--- src/rtl/tms_pkg.sv ---
package tms_pkg;

  typedef enum logic [2:0] {
    MODE_RESET  = 3'd0,
    MODE_CONFIG = 3'd1,
    MODE_READ   = 3'd2,
    MODE_LISTEN = 3'd3,
    MODE_EXEC   = 3'd4
  } mode_t;

  // strobes from control to datapath
  typedef struct packed {
    logic loadCfg;   // capture the configuration word
    logic restart;   // entering read mode: clear bit and gap timers
    logic txRun;     // read mode active
  } ctrl_t;

  localparam int RATE_CODE_W = 2;

endpackage

--- src/rtl/tms_dpath.sv ---
module tms_dpath
  import tms_pkg::*;
#(
  parameter int DATA_W    = 16,
  parameter int BASE_RATE = 8,   // power of two
  parameter int TMONO     = 20,
  parameter int LONG_GAP  = 60
) (
  input  logic              clk,
  input  logic              pwrGood,
  input  logic              rfClk,
  input  logic [DATA_W+1:0] cfgData,
  input  ctrl_t             ctl,
  output logic              pwrOk,
  output logic              gapFlag,
  output logic              longGap,
  output logic              modEn
);

  localparam int MAX_RATE = BASE_RATE << ((1 << RATE_CODE_W) - 1);
  localparam int BIT_W    = $clog2(MAX_RATE);
  localparam int GAP_W    = $clog2(LONG_GAP + 1);
  localparam logic [GAP_W-1:0] TMONO_V = GAP_W'(TMONO);
  localparam logic [GAP_W-1:0] LONG_V  = GAP_W'(LONG_GAP);

  // power-good synchronizer: asynchronous clear, synchronous release
  logic [1:0] pgSync;
  always_ff @(posedge clk or negedge pwrGood) begin
    if (!pwrGood) pgSync <= '0;
    else          pgSync <= {pgSync[0], 1'b1};
  end
  assign pwrOk = pgSync[1];

  // field clock synchronizer and rising-edge detect
  logic [2:0] rfSync;
  logic       rfEdge;
  always_ff @(posedge clk) begin
    if (!pwrOk) rfSync <= '0;
    else        rfSync <= {rfSync[1:0], rfClk};
  end
  assign rfEdge = rfSync[1] & ~rfSync[2];

  // saturating gap timer
  logic [GAP_W-1:0] gapCnt;
  always_ff @(posedge clk) begin
    if (!pwrOk || ctl.restart || rfEdge) gapCnt <= '0;
    else if (gapCnt != LONG_V)           gapCnt <= gapCnt + 1'b1;
  end
  assign gapFlag = (gapCnt >= TMONO_V);
  assign longGap = (gapCnt == LONG_V);

  // configuration and bit sequencing
  logic [RATE_CODE_W-1:0] rateCode;
  logic [DATA_W-1:0]      payload;
  logic [BIT_W-1:0]       bitCnt;
  logic [BIT_W:0]         perBit;
  logic                   bitLast;

  always_comb begin
    perBit  = (BIT_W+1)'(BASE_RATE) << rateCode;
    bitLast = ({1'b0, bitCnt} == (perBit - 1'b1));
  end

  always_ff @(posedge clk) begin
    if (!pwrOk) begin
      rateCode <= '0;
      payload  <= '0;
      bitCnt   <= '0;
    end else begin
      if (ctl.loadCfg) begin
        rateCode <= cfgData[RATE_CODE_W-1:0];
        payload  <= cfgData[DATA_W+1:RATE_CODE_W];
      end
      if (ctl.restart) begin
        bitCnt <= '0;
      end else if (ctl.txRun && rfEdge) begin
        if (bitLast) begin
          bitCnt  <= '0;
          payload <= {payload[DATA_W-2:0], payload[DATA_W-1]};
        end else begin
          bitCnt <= bitCnt + 1'b1;
        end
      end
    end
  end

  assign modEn = ctl.txRun & payload[DATA_W-1];


  gap_count_chk: assert property (@(posedge clk) disable iff (!pwrOk)
    (!rfEdge && !ctl.restart && !longGap) |=> (gapCnt == $past(gapCnt) + 1'b1));


  payload_hold_chk: assert property (@(posedge clk) disable iff (!pwrOk)
    (!ctl.loadCfg && !(ctl.txRun && rfEdge)) |=> $stable(payload));

endmodule

--- src/rtl/tms_ctrl.sv ---
module tms_ctrl
  import tms_pkg::*;
#(
  parameter int LISTEN_TO = 100
) (
  input  logic  clk,
  input  logic  pwrOk,
  input  logic  cfgAck,
  input  logic  cmdValid,
  input  logic  cmdDone,
  input  logic  longGap,
  output mode_t mode,
  output ctrl_t ctl
);

  localparam int TO_W = $clog2(LISTEN_TO + 1);
  localparam logic [TO_W-1:0] TO_LAST = TO_W'(LISTEN_TO - 1);

  mode_t           next;
  logic [TO_W-1:0] toCnt;
  logic            toLast;

  assign toLast = (toCnt == TO_LAST);

  always_comb begin
    next = mode;
    case (mode)
      MODE_RESET:  next = MODE_CONFIG;
      MODE_CONFIG: if (cfgAck) next = MODE_READ;
      MODE_READ:   if (longGap) next = MODE_LISTEN;
      MODE_LISTEN: begin
        if (cmdValid)    next = MODE_EXEC;
        else if (toLast) next = MODE_READ;
      end
      MODE_EXEC:   if (cmdDone) next = MODE_READ;
      default:     next = MODE_RESET;
    endcase
  end

  always_ff @(posedge clk) begin
    if (!pwrOk) begin
      mode  <= MODE_RESET;
      toCnt <= '0;
    end else begin
      mode  <= next;
      toCnt <= (mode == MODE_LISTEN && next == MODE_LISTEN) ? toCnt + 1'b1 : '0;
    end
  end

  always_comb begin
    ctl.loadCfg = (mode == MODE_CONFIG) && cfgAck;
    ctl.restart = (mode != MODE_READ) && (next == MODE_READ);
    ctl.txRun   = (mode == MODE_READ);
  end


  cfg_first_chk: assert property (@(posedge clk) disable iff (!pwrOk)
    (mode == MODE_RESET) |=> (mode == MODE_CONFIG));


  long_gap_chk: assert property (@(posedge clk) disable iff (!pwrOk)
    (mode == MODE_READ && longGap) |=> (mode == MODE_LISTEN));


  cmd_accept_chk: assert property (@(posedge clk) disable iff (!pwrOk)
    (mode == MODE_LISTEN && cmdValid) |=> (mode == MODE_EXEC));


  listen_timeout_chk: assert property (@(posedge clk) disable iff (!pwrOk)
    (mode == MODE_LISTEN && !cmdValid && toLast) |=> (mode == MODE_READ));

endmodule

--- src/rtl/tag_mode_seq.sv ---
module tag_mode_seq
  import tms_pkg::*;
#(
  parameter int DATA_W    = 16,
  parameter int BASE_RATE = 8,
  parameter int TMONO     = 20,
  parameter int LONG_GAP  = 60,
  parameter int LISTEN_TO = 100,
  parameter int ADDR_W    = 4,
  parameter int CFG_ADDR  = 1
) (
  input  logic              clk,
  input  logic              pwrGood,
  input  logic              rfClk,
  output logic              cfgReq,
  output logic [ADDR_W-1:0] cfgAddr,
  input  logic              cfgAck,
  input  logic [DATA_W+1:0] cfgData,
  input  logic              cmdValid,
  input  logic              cmdDone,
  output logic              modEn,
  output logic [2:0]        mode,
  output logic              cmdExec,
  output logic              gapFlag
);

  mode_t modeInt;
  ctrl_t ctl;
  logic  pwrOk;
  logic  longGap;

  tms_ctrl #(.LISTEN_TO(LISTEN_TO)) u_ctrl (
    .clk      (clk),
    .pwrOk    (pwrOk),
    .cfgAck   (cfgAck),
    .cmdValid (cmdValid),
    .cmdDone  (cmdDone),
    .longGap  (longGap),
    .mode     (modeInt),
    .ctl      (ctl)
  );

  tms_dpath #(
    .DATA_W    (DATA_W),
    .BASE_RATE (BASE_RATE),
    .TMONO     (TMONO),
    .LONG_GAP  (LONG_GAP)
  ) u_dpath (
    .clk     (clk),
    .pwrGood (pwrGood),
    .rfClk   (rfClk),
    .cfgData (cfgData),
    .ctl     (ctl),
    .pwrOk   (pwrOk),
    .gapFlag (gapFlag),
    .longGap (longGap),
    .modEn   (modEn)
  );

  assign mode    = modeInt;
  assign cfgReq  = (modeInt == MODE_CONFIG);
  assign cfgAddr = ADDR_W'(CFG_ADDR);
  assign cmdExec = (modeInt == MODE_EXEC);


  off_in_reset_chk: assert property (@(posedge clk)
    !pwrOk |=> (modeInt == MODE_RESET && !modEn));


  mod_quiet_chk: assert property (@(posedge clk) disable iff (!pwrOk)
    (modeInt != MODE_READ) |-> !modEn);

endmodule

--- config.mk ---
export PLATFORM = sky130hd
export DESIGN_NAME = tag_mode_seq
export DESIGN_NICKNAME = d
export VERILOG_FILES = /design/src/rtl/tms_pkg.sv /design/src/rtl/tms_dpath.sv /design/src/rtl/tms_ctrl.sv /design/src/rtl/tag_mode_seq.sv
export SDC_FILE = /design/constraint.sdc
export NUM_CORES = 1
export LEC_CHECK = 0
export ABC_AREA = 1
export CORE_MARGIN = 8
export CORE_UTILIZATION = 58
export CTS_CLUSTER_DIAMETER = 100
export DETAILED_ROUTE_END_ITERATION = 6
export GPL_ROUTABILITY_DRIVEN = 0
export PLACE_DENSITY_LB_ADDON = 0.2
export SLEW_MARGIN = 20
export SYNTH_ARGS = -nofsm -noshare
export SYNTH_HDL_FRONTEND = slang
export SYNTH_SLANG_ARGS = --single-unit
export TNS_END_PERCENT = 1
--- constraint.sdc ---
create_clock -name clk -period 2.95 [get_ports clk]
set_clock_uncertainty 0.15 [all_clocks]
set_input_delay 0.7375 -clock clk [delete_from_list [all_inputs] [get_ports clk]]
set_output_delay 0.7375 -clock clk [all_outputs]
set_load 0.01 [all_outputs]
==> impl_metrics.json <==
{
  "place_hpwl_um": 3360,
  "grt_max_degree": 25,
  "path_class": "reg -> out",
  "syn2layout_area_growth_pct": 16.3,
  "drc": 0,
  "clkTransAtPathRegs_ns": 0.08,
  "rows": 23,
  "rrSetupSlack_ns": 1.14,
  "multi_input_area_sq_um": 1150,
  "core_sq_um": 3940,
  "cts_sinks": 45,
  "grt_pass1_wl_um": 7320,
  "power_density_nw_per_um2": 445,
  "cts_buffers": 5,
  "maxCapViolCount": 0,
  "r2r-end": "u_dpath.payload[15]",
  "min_path_cells": 0,
  "cp_cell_sequence": "clkinv_2, nor3_1, clkdlybuf4s50_1",
  "rr_worst_depth": 7,
  "totalWireLength_um": 4510,
  "cp-startpoint": "u_ctrl.mode[0]",
  "first_global_vias": 1706,
  "postRouteAntennaNets": 0,
  "drv_slew": 0,
  "fillers": 372,
  "rsz0062_at_grt": "no",
  "ys_warn_count": 0,
  "synthCells": 329,
  "antenna_cells": 0,
  "cp-start-kind": "register",
  "fin_crit_sh": 0.927,
  "post_drt_wl_per_cell_um": 11.1,
  "ff_latch_area_sq_um": 911,
  "cp.arrival_ns": 1.85,
  "hold_viol": 0,
  "port_buffers": 30,
  "tns_ns": 0,
  "postCtsResizedCells": 0,
  "ys_seq_area_frac": 0.390,
  "synth_top_cells_by_area": "dfxtp_1 37%, nor2_1 11%, nand2_1 9.5%",
  "min_from": "u_dpath.pgSync[0]",
  "critPathTopFamily": "buffers and inverters",
  "die_y_um": 79.5,
  "cts_hold_buf": 0,
  "ys_types": 28,
  "start_util": 0.593,
  "status": "completed",
  "synth_top_area_cell": "dfxtp_1",
  "grt_usage": 0.142,
  "hold_end": "u_dpath.pgSync[1]",
  "via_per_inst": 4.82,
  "setup_viol_count_final": 0,
  "firstDrtPassIters": 4,
  "hold_class": "reg -> reg",
  "syn_avg_cell_area_sq_um": 7.10,
  "slowest_stage": "clkdlybuf4s50_1",
  "cp_max_fo": 9,
  "syn_area_sq_um": 2340,
  "finalCriticalPeriod_ns": 2.73,
  "final_common_cell": "nor2_1",
  "drive_gt1_frac": 0.0644,
  "power_leakage_uw": 0.00133,
  "grt.overflow.total": 0,
  "drt-initial-drc-count": 121,
  "clk_latency_ns": 0.30,
  "clockRootBuffer": "clkbuf_8",
  "antenna_found_initial": 0,
  "routed-via-count": 1960,
  "nNetsFinal": 384,
  "finalCoreUtilization": 0.689,
  "crit_required_ns": 2.06,
  "cp-end-kind": "output port",
  "r2r_start": "u_ctrl.mode[0]",
  "ctsLongestPathBuffers": 2,
  "tritoncts": "yes",
  "synth_top_area_share": 0.369,
  "htree_levels": 2,
  "die_area_sq_um": 6310,
  "max_stage_delay_ns": 0.60,
  "layout_common_cells": "69 x nor2_1, 59 x nand2_1, 43 x inv_1, 43 x dfxtp_1, 30 x clkdlybuf4s50_1",
  "critPathBufInv": 2,
  "die_w_um": 79.5,
  "ys_ff_latch": 45,
  "ir_drop_v": 0.000397,
  "fmax_ghz": 0.366,
  "cts_setup_buffers": 0,
  "pin_count": 35
}
power breakdown:
group / switching, uW / internal [uW] / leakage, uW
registers: 27.5 / 633 / 0.000373
clock network: 202 / 190 / 0.0000512
logic: 78.3 / 76.8 / 0.000909
total: 308 / 900 / 0.00133
how the worst max path moves through the flow:
stage                         end  cells past startpoint
4_1_cts                    cfgReq                      3
5_1_grt                    cfgReq                      3
3_5_place_dp   u_dpath.payload[9]                      7
6_report                   cfgReq                      3
2_1_floorplan              cfgReq                      3
3_3_place_gp   u_dpath.payload[0]                      7
area by class of cell:
type	instances	share of cell area
multi-input combinational	225	0.423
sequential	45	0.335
timing repair buffer	31	0.113
inverter	48	0.0696
clock buffer	6	0.0304
tap	50	0.0230
clock inverter	2	0.00507
state kept, by name (all words and copies together) (netlist names):
name / flops
u_ctrl.mode: 3
u_ctrl.toCnt: 7
u_dpath.bitCnt: 6
u_dpath.gapCnt: 6
u_dpath.payload: 16
u_dpath.pgSync: 2
u_dpath.rateCode: 2
u_dpath.rfSync: 3
routing by layer:
metal | vias up | global-route usage | share of wire
li1 | 1051 | - | -
met1 | 865 | 0.176 | 0.48
met2 | 38 | 0.224 | 0.46
met3 | 6 | 0.0417 | 0.046
met4 | 0 | 0.0593 | 0.016
met5 | - | 0 | 0
metrics by stage:
| step | std cells | worst slack (ns) | power (uW) | area, sq um | hold slack (ns) |
|---|---|---|---|---|---|
| after detailed placement | 399 | 0.567 | 829 | 2620 | 0.196 |
| after global placement | 399 | 0.582 | 825 | 2620 | 0.184 |
| final | 407 | 0.216 | 1210 | 2720 | 0.208 |
| after floorplan | 332 | 1.21 | 774 | 2350 | 0.181 |
| after global routing | 407 | 0.138 | 1270 | 2720 | 0.221 |
| after CTS | 407 | 0.245 | 1220 | 2720 | 0.215 |
worst reg2reg max path, delay by kind of cell (launching register included):
kind | cells | cell delay [ns]
flip-flops | 1 | 0.53
buffers and inverters | 2 | 0.36
AO/OA/AOI/OAI | 1 | 0.18
AND/OR/NAND/NOR | 4 | 0.50
cell usage after synthesis (all sizes together):
library cell and instances:
nand2 59, clkbuf 3, a21oi 5, nor2 74
nand3 21, nor3 3, inv 46, ha 4
dfxtp 43, buf 11, xor2 7, dfrtp 2
clkinv 2, o21bai 17, nand4 3, xnor2 6
o21ai 21, conb 2
cells by family after synthesis:
kind of cell    count (synthesis)  share of synthesized area
fa+ha+maj                       4                     0.0214
simple gates                  160                      0.304
xor+xnor                       13                     0.0487
compound gates                 43                      0.110
buf+inv                        62                      0.123
other cells                     2                    0.00321
flops                          45                      0.390
(Power assumes the default switching activity.)
